--- src/rtl/evtmr_pkg.sv ---
package evtmr_pkg;
  localparam int ADDR_W = 10;
  localparam int DATA_W = 32;
  localparam int CNT_W = 2 * DATA_W;
  localparam int IDX_W = 5;
  localparam int WORD_W = 3;
  localparam int MAX_CHAN = 24;

  localparam logic [ADDR_W-1:0] OFF_CAP_LO = 10'h000;
  localparam logic [ADDR_W-1:0] OFF_CAP_HI = 10'h004;
  localparam logic [ADDR_W-1:0] OFF_CFG_LO = 10'h010;
  localparam logic [ADDR_W-1:0] OFF_CFG_HI = 10'h014;
  localparam logic [ADDR_W-1:0] OFF_CNT_LO = 10'h0F0;
  localparam logic [ADDR_W-1:0] OFF_CNT_HI = 10'h0F4;
  localparam logic [ADDR_W-1:0] CHAN_BASE = 10'h100;
  localparam logic [IDX_W-1:0] CHAN_BASE_IDX = 5'd8;

  localparam logic [1:0] CFG_WR_MASK = 2'b11;
  localparam int CFG_RUN_BIT = 0;
  localparam int CFG_LEG_BIT = 1;

  typedef enum logic [2:0] {
    RD_ZERO, RD_CAP_LO, RD_CAP_HI, RD_CFG, RD_CNT_LO, RD_CNT_HI, RD_CHAN
  } rdSel_e;

  typedef struct packed {
    logic cfgWr;
    logic cntLoWr;
    logic cntHiWr;
    logic chanWr;
    rdSel_e rdSel;
  } ctrlStb_t;
endpackage

--- src/rtl/evtmr_ctrl.sv ---
module evtmr_ctrl
  import evtmr_pkg::*;
#(
  parameter int NCH = 3
) (
  input  logic [ADDR_W-1:0] busAddr,
  input  logic              busWr,
  output ctrlStb_t          stb,
  output logic [IDX_W-1:0]  chanSel,
  output logic [WORD_W-1:0] chanWord
);
  logic aligned;
  logic inChan;
  logic idxValid;
  logic wrOk;

  assign aligned  = (busAddr[1:0] == 2'b00);
  assign inChan   = (busAddr >= CHAN_BASE);
  assign chanSel  = busAddr[ADDR_W-1:5] - CHAN_BASE_IDX;
  assign chanWord = busAddr[4:2];
  assign idxValid = inChan && (32'(chanSel) < NCH);
  assign wrOk     = busWr && aligned;

  always_comb begin
    stb = '0;
    stb.rdSel = RD_ZERO;
    if (aligned) begin
      if (inChan) begin
        if (idxValid) stb.rdSel = RD_CHAN;
      end else begin
        case (busAddr)
          OFF_CAP_LO: stb.rdSel = RD_CAP_LO;
          OFF_CAP_HI: stb.rdSel = RD_CAP_HI;
          OFF_CFG_LO: stb.rdSel = RD_CFG;
          OFF_CNT_LO: stb.rdSel = RD_CNT_LO;
          OFF_CNT_HI: stb.rdSel = RD_CNT_HI;
          default:    stb.rdSel = RD_ZERO;
        endcase
      end
    end
    stb.cfgWr   = wrOk && (busAddr == OFF_CFG_LO);
    stb.cntLoWr = wrOk && (busAddr == OFF_CNT_LO);
    stb.cntHiWr = wrOk && (busAddr == OFF_CNT_HI);
    stb.chanWr  = wrOk && idxValid;
  end
endmodule

--- src/rtl/evtmr_datapath.sv ---
module evtmr_datapath
  import evtmr_pkg::*;
#(
  parameter int NCH = 3,
  parameter logic [7:0] REV = 8'h01,
  parameter logic [DATA_W-1:0] PERIOD_FS = 32'd10_000_000
) (
  input  logic              clk,
  input  logic              rst_n,
  input  logic              tickEn,
  input  ctrlStb_t          stb,
  input  logic [DATA_W-1:0] busWData,
  input  logic [IDX_W-1:0]  chanSel,
  input  logic [DATA_W-1:0] chanRdData,
  output logic [DATA_W-1:0] busRdData,
  output logic [CNT_W-1:0]  counter,
  output logic              gEnable,
  output logic              legacyMode,
  output logic [NCH-1:0]    chanWrStb,
  output logic              chanDisarm
);
  localparam logic [4:0] NCH_M1 = 5'(NCH - 1);
  localparam logic [DATA_W-1:0] CAP_LO = {16'h0, 1'b1, 1'b0, 1'b1, NCH_M1, REV};

  logic [1:0]       cfgQ;
  logic [1:0]       cfgNext;
  logic [CNT_W-1:0] cntQ;

  assign cfgNext = (busWData[1:0] & CFG_WR_MASK) | (cfgQ & ~CFG_WR_MASK);

  always_ff @(posedge clk) begin
    if (!rst_n) begin
      cfgQ <= '0;
    end else if (stb.cfgWr) begin
      cfgQ <= cfgNext;
    end
  end

  always_ff @(posedge clk) begin
    if (!rst_n) begin
      cntQ <= '0;
    end else if (stb.cntLoWr) begin
      cntQ <= {cntQ[CNT_W-1:DATA_W], busWData};
    end else if (stb.cntHiWr) begin
      cntQ <= {busWData, cntQ[DATA_W-1:0]};
    end else if (cfgQ[CFG_RUN_BIT] && tickEn) begin
      cntQ <= cntQ + 1'b1;
    end
  end

  assign counter    = cntQ;
  assign gEnable    = cfgQ[CFG_RUN_BIT];
  assign legacyMode = cfgQ[CFG_LEG_BIT];
  assign chanDisarm = stb.cfgWr && cfgQ[CFG_RUN_BIT] && !busWData[CFG_RUN_BIT];

  for (genvar i = 0; i < NCH; i++) begin : g_stb
    assign chanWrStb[i] = stb.chanWr && (chanSel == IDX_W'(i));
  end

  always_comb begin
    case (stb.rdSel)
      RD_CAP_LO: busRdData = CAP_LO;
      RD_CAP_HI: busRdData = PERIOD_FS;
      RD_CFG:    busRdData = {30'h0, cfgQ};
      RD_CNT_LO: busRdData = cntQ[DATA_W-1:0];
      RD_CNT_HI: busRdData = cntQ[CNT_W-1:DATA_W];
      RD_CHAN:   busRdData = chanRdData;
      default:   busRdData = '0;
    endcase
  end
endmodule

--- src/rtl/evtmr_regfile.sv ---
module evtmr_regfile
  import evtmr_pkg::*;
#(
  parameter int NCH = 3,
  parameter logic [7:0] REV = 8'h01,
  parameter logic [31:0] PERIOD_FS = 32'd10_000_000
) (
  input  logic        clk,
  input  logic        rst_n,
  input  logic        tickEn,
  input  logic [9:0]  busAddr,
  input  logic        busWr,
  input  logic [31:0] busWData,
  output logic [31:0] busRdData,
  output logic [63:0] counter,
  output logic        gEnable,
  output logic        legacyMode,
  output logic [4:0]  chanSel,
  output logic [2:0]  chanWord,
  output logic [NCH-1:0] chanWrStb,
  output logic [31:0] chanWrData,
  input  logic [31:0] chanRdData,
  output logic        chanDisarm
);
  ctrlStb_t stb;

  evtmr_ctrl #(.NCH(NCH)) u_ctrl (
    .busAddr(busAddr), .busWr(busWr), .stb(stb),
    .chanSel(chanSel), .chanWord(chanWord)
  );

  evtmr_datapath #(.NCH(NCH), .REV(REV), .PERIOD_FS(PERIOD_FS)) u_dp (
    .clk(clk), .rst_n(rst_n), .tickEn(tickEn), .stb(stb),
    .busWData(busWData), .chanSel(chanSel), .chanRdData(chanRdData),
    .busRdData(busRdData), .counter(counter), .gEnable(gEnable),
    .legacyMode(legacyMode), .chanWrStb(chanWrStb), .chanDisarm(chanDisarm)
  );

  assign chanWrData = busWData;
endmodule

--- config.mk ---
export PLATFORM = sky130hd
export DESIGN_NAME = evtmr_regfile
export DESIGN_NICKNAME = d
export VERILOG_FILES = /design/src/rtl/evtmr_pkg.sv /design/src/rtl/evtmr_ctrl.sv /design/src/rtl/evtmr_datapath.sv /design/src/rtl/evtmr_regfile.sv
export SDC_FILE = /design/constraint.sdc
export NUM_CORES = 1
export LEC_CHECK = 0
export CORE_MARGIN = 5
export CORE_UTILIZATION = 67
export CTS_BUF_LIST = sky130_fd_sc_hd__clkbuf_2 sky130_fd_sc_hd__clkbuf_4 sky130_fd_sc_hd__clkbuf_8
export DETAILED_ROUTE_END_ITERATION = 7
export DONT_BUFFER_PORTS = 1
export PLACE_DENSITY = 0.83
export REMOVE_ABC_BUFFERS = 1
export SLEW_MARGIN = 30
export SYNTH_ARGS = -nofsm -noshare
export SYNTH_HDL_FRONTEND = slang
export SYNTH_HIERARCHICAL = 1
export SYNTH_SLANG_ARGS = --single-unit
--- constraint.sdc ---
create_clock -name clk -period 4.15 [get_ports clk]
set_clock_uncertainty 0.2 [all_clocks]
set_input_delay 0.83 -clock clk [delete_from_list [all_inputs] [get_ports clk]]
set_output_delay 0.83 -clock clk [all_outputs]
set_load 0.005 [all_outputs]
Word level (Yosys, flattened, before mapping):

Cells that the tools add are included.
W data, S select, Z words.

* flip-flop bits (word level): 66
* input port bits: 78
* output and inout port bits: 142
* word-level logic and storage cells: 49

* add/sub/neg operators: 2
* $lt $le $gt $ge: 2
* eq/ne operators: 13
* muxes and demuxes: 8
* bitwise operators: 1
* reduce and logical (&&, ||, !) cells: 20

Operators with widths (count)
* $pmux W32 S6: 1
* $mux W64: 2
* $add A64 B1 Y64 const B: 1
* $mux W32: 1
* $eq A10 B8 Y1 const B: 2
* $pmux W3 S5: 1
* $logic_and A1 B1 Y1: 12
* $eq A10 B3 Y1 const B: 1
* $eq A10 B5 Y1 const B: 1
* $ge A10 B9 Y1 const B: 1
* $logic_not A10 Y1: 1
* $eq A3 B3 Y1 const B: 3
* $mux W3: 3
* $eq A3 B2 Y1 const B: 2
* $eq A5 B1 Y1 const B: 1
* $eq A5 B2 Y1 const B: 1
* $logic_not A5 Y1: 1
* $lt A5 B2 Y1 const B: 1
* $sub A5 B4 Y5 const B: 1
* $reduce_and A2 Y1: 2
* $reduce_bool A2 Y1: 2
* $eq A3 B1 Y1 const B: 1
* $logic_not A2 Y1: 1
* $ne A2 B1 Y1 const B: 1
* 2 further kinds: 2

Logic depth before layout (Yosys ltp):

Gate-level depths: netlist of run 1.

* depth after elaboration: 8
* gate-level depth with buffers: 13
* mapped depth without buffers: 10

By module:

The synthesis of run 1 kept the hierarchy.

Modules (own cells, without submodules)
* evtmr_datapath: times used 1, cells an instance 732, area an instance 5296.3 µm², seq. area each 1321.3 µm²
* evtmr_ctrl: times used 1, cells an instance 34, area an instance 245.2 µm², seq. area each 0.0 µm²
* evtmr_regfile: times used 1, cells an instance 32, area an instance 240.2 µm², seq. area each 0.0 µm²

Worst setup path before layout of run 1:

No wires, ideal clock.

* kind: input to output
* from: in busAddr[8]
* to: out busRdData[18]
* arrival time: 2730 ps
* path slack: 390 ps
* stages: 10
* path buffers: 2
* path through: inv_1 > ha_1 > nor2b_2 > nand3_1 > nor2_1 > clkbuf_1 > clkbuf_1 > mux2i_1 > o21ai_0 > and2_1

RTL lines
* start, declared: RTL line evtmr_regfile.sv:11 `input logic [9:0] busAddr,`
* end, declared: RTL line evtmr_regfile.sv:14 `output logic [31:0] busRdData,`

==> results.toml, run 1 <==
[status]
run_status = "finished clean"

[global_routing]
gr-usage-met2_pct = 61.57
met1_usage_pct = 53.25
grt_pass1_vias = 5789
antenna_found_initial = 0
track_usage_pct = 39.22
grt_start_max_net_pins = 44
grt-ovfl-total = 0
top_usage_layer = "met2"
use_met3_pct = 9.405
grt_pass1_wl_um = 32170

[placement]
place_ws_ns = 0.4205
dp_hpwl_um = 15290
gp_congestion = 0.9793
io_buffers = 0

[worst_setup_path]
path_max_fanout = 19
startpoint = "busAddr[8]"
reg2reg_depth = 6
cp.required_ns = 3.12
regToRegStartpoint = "u_dp/counter[0]"
cp.arrival_ns = 2.71
start_kind = "input pin"
critical_path_class = "input pin to output pin"
reg2reg_slack_ns = 0.99
endpoint_kind = "output pin"

[detailed_routing]
dr.pass1.iters = 6
drtIter0Drc = 604
drt.antenna.violating_nets = 0
route.detailed.drc = 0
wl_um = 21400
vias = 6324
via_per_inst = 7.529
wl_per_cell_um = 25.48

[synthesis]
ys_top_cells_by_count = "73 x nand2_1, 66 x dfxtp_1, 62 x o21ai_0"
avgSynthCellArea_um2 = 7.245
yosysWarnings = 6
synth_edf_count = 0
synthCells = 798
synthFlopType = "dfxtp_1"
ys_seq_elements = 66
synthMostInstantiatedCell = "nand2_1"
ys_seq_area_share_pct = 22.85
synth_top_cell_area_share_pct = 22.85
synth_top_area_cell = "dfxtp_1"
synthTopCellsByArea = "dfxtp_1 23%, mux2i_1 6.4%, o21ai_0 5.4%"
synthArstFlopShare_pct = 0
syn-cell-area_um2 = 5782
ys_types = 76

[pwr]
p_leak_nw = 1.726
max-vdd-ir-drop_v = 0.0001238
powerDensity_nw_per_um2 = 222.0

[clock_tree]
cts.sinks = 66
clk_path_buf_depth = 2
root_buffer = "clkbuf_8"
clk_pin_slew_worst_paths_ns = 0.08
cts_hold_buf = 0
post_cts_buffers = 0
clock_latency_ns = 0.35
cts_tree = "done"
cts_made_buffers = 9
post_cts_resized = 0
htree_levels = 3

[timing]
hold_viol_final = 0
fin_crit_ns = 3.743
setup_viol = 0
post-route-period-util_pct = 90.18
worst_pin_slew_ns = 1.025
rsz0062_at_grt = "no"
timing.fmax_ghz = 0.2672
relSlewSlack_pct = 31.44
worst_slack_ns = 0.4074
fin_tns_setup_ns = 0
slew_violations = 0

[finish]
diodes = 0
area_growth_pct = -0.4328
fin_nets = 812
nFillCells = 715
drive_above_1_share_pct = 9.796

[worst_hold_path]
worstHoldStart = "u_dp/counter[58]"
hold_path.class = "register to register"
holdPathStages = 2

[floorplanning]
die_area_um2 = 10590
die_x_um = 102.9
core.rowCount = 33
io_pins = 220
die_y_um = 102.9
start_util_pct = 69.67
design.core.area_um2 = 8299

[job]
drv_cap = 0
-- area by class of cell --
| class | instances | area, um2 | area share (%) |
|---|---|---|---|
| Tap cell | 105 | 131.4 | 2.282 |
| Timing Repair Buffer | 18 | 147.6 | 2.565 |
| Clock buffer | 11 | 138.9 | 2.413 |
| Inverter | 18 | 67.56 | 1.174 |
| Multi-Input combinational cell | 617 | 3895 | 67.66 |
| Sequential cell | 66 | 1321 | 22.95 |
| Clock inverter | 5 | 55.05 | 0.9563 |
-- per-stage QoR --
step                      hold slack [ns]  cell area (um2)  utilization, %  cells  power [mW]
after floorplan                    0.3071             5256               -    701      0.7076
after global placement             0.3348             5563           67.03    824      0.7261
after detailed placement           0.3521             5563           67.03    824      0.7289
after CTS                          0.3666             5757           69.37    840       1.274
after global routing               0.4051             5757           69.37    840       1.314
final                              0.3713             5757           69.37    840       1.278
-- placed cells by master, fill, tap and decap left out, drive strengths merged, types with 8 or more instances in the layout --
| cell type | instances |
|---|---|
| or3 | 12 |
| nor3 | 30 |
| nand2 | 73 |
| nor4 | 18 |
| a21oi | 49 |
| clkbuf | 11 |
| nor2b | 11 |
| o21ai | 62 |
| nand3 | 41 |
| or4 | 12 |
| xnor2 | 14 |
| xor2 | 11 |
| a31oi | 18 |
| inv | 18 |
| and3 | 25 |
| a211oi | 12 |
| nand4 | 32 |
| dfxtp | 66 |
| and2 | 24 |
| o22ai | 9 |
| mux2i | 37 |
| buf | 18 |
| nor2 | 47 |
| o211ai | 8 |
-- routing by layer --
metal | wire length [um] | up-vias | part of all wire (%)
met4 | 670 | 0 | 3.1
met1 | 8128 | 2939 | 38
met5 | 0 | - | 0
met3 | 3016 | 67 | 14
li1 | - | 2785 | -
met2 | 9588 | 533 | 45
-- kinds of logic after synthesis --
group	after synthesis	synth area share, %
AOI/OAI and AO/OA	194	21.12
xor gates and xnor gates	25	3.787
adders and majority gates	4	0.8656
buffers and inverters	115	10.26
DFF	66	22.85
muxes	42	7.379
and+or+nand+nor	352	33.74
-- final timing paths --
check	to
hold reg to reg	u_dp/counter[58]
setup reg to reg	u_dp/counter[56]
hold / removal	u_dp/counter[58]
setup / recovery	busRdData[23]
-- state kept, by name (all words and copies together), names as in the netlist --
register      cells
u_dp/cfgQ         2
u_dp/counter     64
-- where the power goes --
part / switching [mW] / internal (mW)
combinational: 0.0353 / 0.0233
sequential: 0.0181 / 0.640
clock: 0.272 / 0.289
-- worst max-delay path, cell delays in order --
cell and delay [ns]:
inv_1 0.06, ha_1 0.25, a211oi_2 0.21, nand2_1 0.17
o32ai_4 0.26, buf_4 0.29, inv_1 0.18, nand2_1 0.26
o22ai_1 0.19
Note: power is estimated with default switching activity, not from simulation.
==> run 2: changes to the inputs <==
CORE_UTILIZATION = 61   (was 67)
PLACE_DENSITY = 0.8   (was 0.83)
clock period = 3.3 ns   (was 4.15 ns; I/O delays follow)
==> run 2 against run 1 <==
Against the previous run:
- the run now ends with setup timing left
- wire length grew 6.8%
- sequential share of layout area shrank 2.0 points
- non-clock buffer count grew 60
- clock power grew 10%
- first-iteration DRC count grew 26%
- critical path type unchanged
- critical endpoint is now chanWrStb[1]
- largest power group unchanged
==> results.toml, run 2 (synthesized netlist as in run 1, its figures left out) <==
[worst_hold_path]
hold_path.class = "input pin to register"
hold_path_end = "u_dp/counter[52]"
worstHoldStart = "rst_n"
holdPathStages = 1

[timing]
worst_hold_slack_ns = 0.2300
fin_crit_ns = 3.313
hold_viol_final = 0
slew_violations = 0
fin_tns_setup_ns = -0.02394
relSlewSlack_pct = 63.67
rsz0062_at_grt = "yes"
worst_slack_ns = -0.01272
post-route-period-util_pct = 100.4
worst_pin_slew_ns = 0.5430
timing.fmax_ghz = 0.3019
setup_viol = 2

[pwr]
max-vdd-ir-drop_v = 0.0001718
p_leak_nw = 2.026
clkPwrFrac_pct = 40.3
powerDensity_nw_per_um2 = 244.2
p_seq_share_pct = 53.8
intPower_mw = 1.135
power_switching_uw = 402.1
p_comb_share_pct = 5.9
p_sw_share_pct = 26.15

[worst_setup_path]
start_kind = "input pin"
r2r-end = "u_dp/counter[54]"
critical_path_class = "input pin to output pin"
endpoint_kind = "output pin"
reg2reg_depth = 8
regToRegStartpoint = "u_dp/counter[1]"
path_max_fanout = 3
reg2reg_slack_ns = 0.48
cp.required_ns = 2.44
cp.arrival_ns = 2.45

[floorplanning]
core.rowCount = 35
start_util_pct = 62.57
design.core.area_um2 = 9240
die_area_um2 = 11530
die_y_um = 107.4
io_pins = 220
die_x_um = 107.4

[detailed_routing]
via_per_inst = 7.194
wl_per_cell_um = 24.80
route.detailed.drc = 0
vias = 6633
dr.pass1.iters = 6
drtIter0Drc = 764
wl_um = 22870
drt.antenna.violating_nets = 0

[placement]
io_buffers = 0
gp_congestion = 0.9933
place_ws_ns = -0.003815
dp_hpwl_um = 17040

[global_routing]
grt-ovfl-total = 0
grt_start_max_net_pins = 43
track_usage_pct = 38.67
grt_pass1_vias = 6377
grt_pass1_wl_um = 35330
antenna_found_initial = 0

[finish]
area_growth_pct = 8.894
final_cell_mix = "72 x buf_4, 70 x nand2_1, 66 x dfxtp_1"
fin_nets = 872
drive_above_1_share_pct = 17.40
layout_commonest_cell = "buf_4"
largest_reg_flops = 64
diodes = 0
utilization_pct = 68.14

[clock_tree]
cts_made_buffers = 9
htree_levels = 3
clock_latency_ns = 0.35
root_buffer = "clkbuf_8"
clk_pin_slew_worst_paths_ns = 0.08
clk_path_buf_depth = 2
cts_tree = "done"
cts.sinks = 66

[status]
failed_checks = "setup timing"
run_status = "complete, but fails checks"

[job]
drv_cap = 0
[run 2: cell types whose count changed in the layout (fill, tap and decap cells not counted), sizes merged]
cell / before / now
buf: 18 / 78
bufinv: 1 / 0
clkinvlp: 2 / 1
[run 2: worst max-delay path by stage]
stage | from | endpoint | slack, ns | cells after the start
after detailed placement | busAddr[8] | busRdData[1] | -0.004 | 11
final | busAddr[9] | chanWrStb[1] | -0.01 | 8
after global routing | busAddr[8] | chanWrStb[1] | -0.10 | 8
after global placement | busAddr[8] | u_dp/counter[31] | 0.03 | 11
after CTS | busAddr[8] | busRdData[24] | 0.01 | 10
after floorplan | busAddr[8] | busRdData[1] | -1.90 | 10
[run 2: per-layer routing]
layer  global-route usage, %  vias up  part of all wire, %
li1                        -     2908                    -
met1                   50.68     3119                   38
met2                   59.56      537                   45
met3                   10.56       69                   13
met4                   16.68        0                  3.3
met5                       0        -                    0
[run 2: layout make-up]
class,count,area (um2)
clock inverters,3,17.52
fillers,783,2944
repair buffers,78,643.1
flip-flops and latches,66,1321
clock buffers,11,145.1
well taps,129,161.4
inverters,18,67.56
multi-input cells,617,3940
[run 2: repair_timing]
item | in CTS | in global routing
buffers inserted | 0 | 4
resized for setup | 2 | 16
gates cloned | 0 | 0
endpoints found under the setup margin | 1 | 32
hold buffers | 0 | 0
hold endpoints to repair | 0 | 0
pin swaps | 0 | 7
[run 2: critical path, cell delays in order]
cell and delay [ns]:
inv_1 0.08, ha_4 0.19, a211oi_2 0.18, nand2_2 0.12, buf_4 0.15, nor2_1 0.13, or4b_2 0.65, nor3b_1 0.28
[run 2: per-stage QoR]
step	cell area, um2	power, mW	instances
after floorplan	5256	0.8898	701
after global placement	6038	0.9224	904
after detailed placement	6038	0.9273	904
after CTS	6210	1.527	918
after global routing	6296	1.582	922
final	6296	1.537	922
[run 2: power groups by stage]
stage / clock (mW) / combinational (mW) / sequential [mW]
2_1_floorplan: 0 / 0.0527 / 0.837
3_3_place_gp: 0 / 0.0780 / 0.844
3_5_place_dp: 0 / 0.0819 / 0.845
4_1_cts: 0.618 / 0.0823 / 0.827
5_1_grt: 0.656 / 0.0979 / 0.828
6_report: 0.619 / 0.0907 / 0.827
==> run 3: changes to the inputs <==
PLACE_DENSITY = 0.81   (was 0.8)
SKIP_CTS_REPAIR_TIMING = 1   (was default)
==> run 3 against run 2 <==
Against the previous run:
- the run now ends clean
- total power is 7.6% higher
- fmax is 2.9% higher
- wire length is 3.2% higher
- largest cell class unchanged
- setup slack better by 0.092 ns
- largest power group unchanged
- clock power is 20% higher
==> results.toml, run 3 (synthesized netlist as in run 1, its figures left out) <==
[finish]
fin_nets = 861
area_growth_pct = 8.353
post-route-cell-area_um2 = 6265
diodes = 0
utilization_pct = 67.80
final_cell_mix = "71 x nand2_1, 66 x dfxtp_1, 62 x o21ai_0"
fin_cells = 913
nFillCells = 818
largest_reg_flops = 64
layout_commonest_cell = "nand2_1"
drive_above_1_share_pct = 15.94

[clock_tree]
root_buffer = "clkbuf_8"
htree_levels = 3
cts_tree = "done"
clk_path_buf_depth = 2
cts_made_buffers = 9
clk_pin_slew_worst_paths_ns = 0.09
clock_latency_ns = 0.36
cts.sinks = 66

[detailed_routing]
wl_per_cell_um = 25.84
via_per_inst = 7.261
route.detailed.drc = 0
dr.pass1.iters = 6
wl_um = 23590
drt.antenna.violating_nets = 0
drtIter0Drc = 818
vias = 6629

[timing]
worst_hold_slack_ns = 0.2303
fin_tns_setup_ns = 0
slew_violations = 0
relSlewSlack_pct = 52.84
worst_slack_ns = 0.07910
worst_pin_slew_ns = 0.7010
fin_crit_ns = 3.221
setup_viol = 0
post-route-period-util_pct = 97.60
timing.fmax_ghz = 0.3105
hold_viol_final = 0

[worst_setup_path]
path_max_fanout = 8
cp.arrival_ns = 2.36
worst-path-buf-inv = 2
critical_path_class = "input pin to output pin"
cp.required_ns = 2.44
cp_slowest_cell = "o32ai_4"
start_kind = "input pin"
path_cells = "inv_1, ha_2, a211oi_2, nand2_2, o32ai_4, buf_6, mux2i_1, o21ai_0, and2_1"
path_delay_family = "compound AO/OA/AOI/OAI gates"
cpPeakStageDelay_ns = 0.33
endpoint_kind = "output pin"

[floorplanning]
die_area_um2 = 11530
io_pins = 220
die_y_um = 107.4
core.rowCount = 35
start_util_pct = 62.57
die_x_um = 107.4
design.core.area_um2 = 9240

[status]
run_status = "finished clean"

[placement]
gp_congestion = 0.9869
dp.cells = 893
placedInstanceArea_um2 = 5993
io_buffers = 0
dp_hpwl_um = 17450
place_ws_ns = 0.002171

[pwr]
power_switching_uw = 424.5
finalPower_mw = 1.654
p_sw_share_pct = 25.66
clkPwrFrac_pct = 44.7
intPower_mw = 1.230
max-vdd-ir-drop_v = 0.0001837
p_leak_nw = 2.013
powerDensity_nw_per_um2 = 264.1
p_comb_share_pct = 5.4
p_seq_share_pct = 49.9

[global_routing]
track_usage_pct = 39.65
antenna_found_initial = 0
grt_pass1_wl_um = 35930
grt_pass1_vias = 6459
grt_start_max_net_pins = 44
grt-ovfl-total = 0

[worst_hold_path]
hold_path.class = "input pin to register"

[job]
drv_cap = 0
-- run 3: routing by layer --
layer,share of wire [%],vias to the layer above,wire length [um],track usage [%]
met3,14,89,3299,12.42
li1,-,2892,-,-
met2,45,548,10710,62.29
met4,3.6,0,850,16.86
met1,37,3100,8736,50.09
met5,0,-,0,0
-- run 3: path summary, 6_finish.rpt --
kind / from / endpoint / slack (ns) / cells after the start
max: busAddr[8] / busRdData[22] / 0.08 / 9
max reg2reg: u_dp/counter[6] / u_dp/counter[43] / 0.40 / 6
min reg2reg: u_dp/cfgQ[1] / u_dp/cfgQ[1] / 0.36 / 2
min: busWData[4] / u_dp/counter[4] / 0.23 / 2
-- run 3: power by group through the flow --
stage          registers, mW  logic (mW)  clock network (mW)
3_5_place_dp           0.843      0.0832                   0
3_3_place_gp           0.843      0.0800                   0
2_1_floorplan          0.837      0.0527                   0
5_1_grt                0.827      0.0961               0.780
6_report               0.826      0.0892               0.740
4_1_cts                0.825      0.0836               0.738
-- run 3: layout make-up --
| cell class | instances | area [um2] | share of cell area (%) |
|---|---|---|---|
| clock buffer | 12 | 152.6 | 2.437 |
| clock inverter | 4 | 51.30 | 0.8189 |
| inverter | 18 | 67.56 | 1.078 |
| multi-input combinational | 617 | 3913 | 62.45 |
| sequential | 66 | 1321 | 21.09 |
| tap | 129 | 161.4 | 2.576 |
| timing repair buffer | 67 | 598.1 | 9.547 |
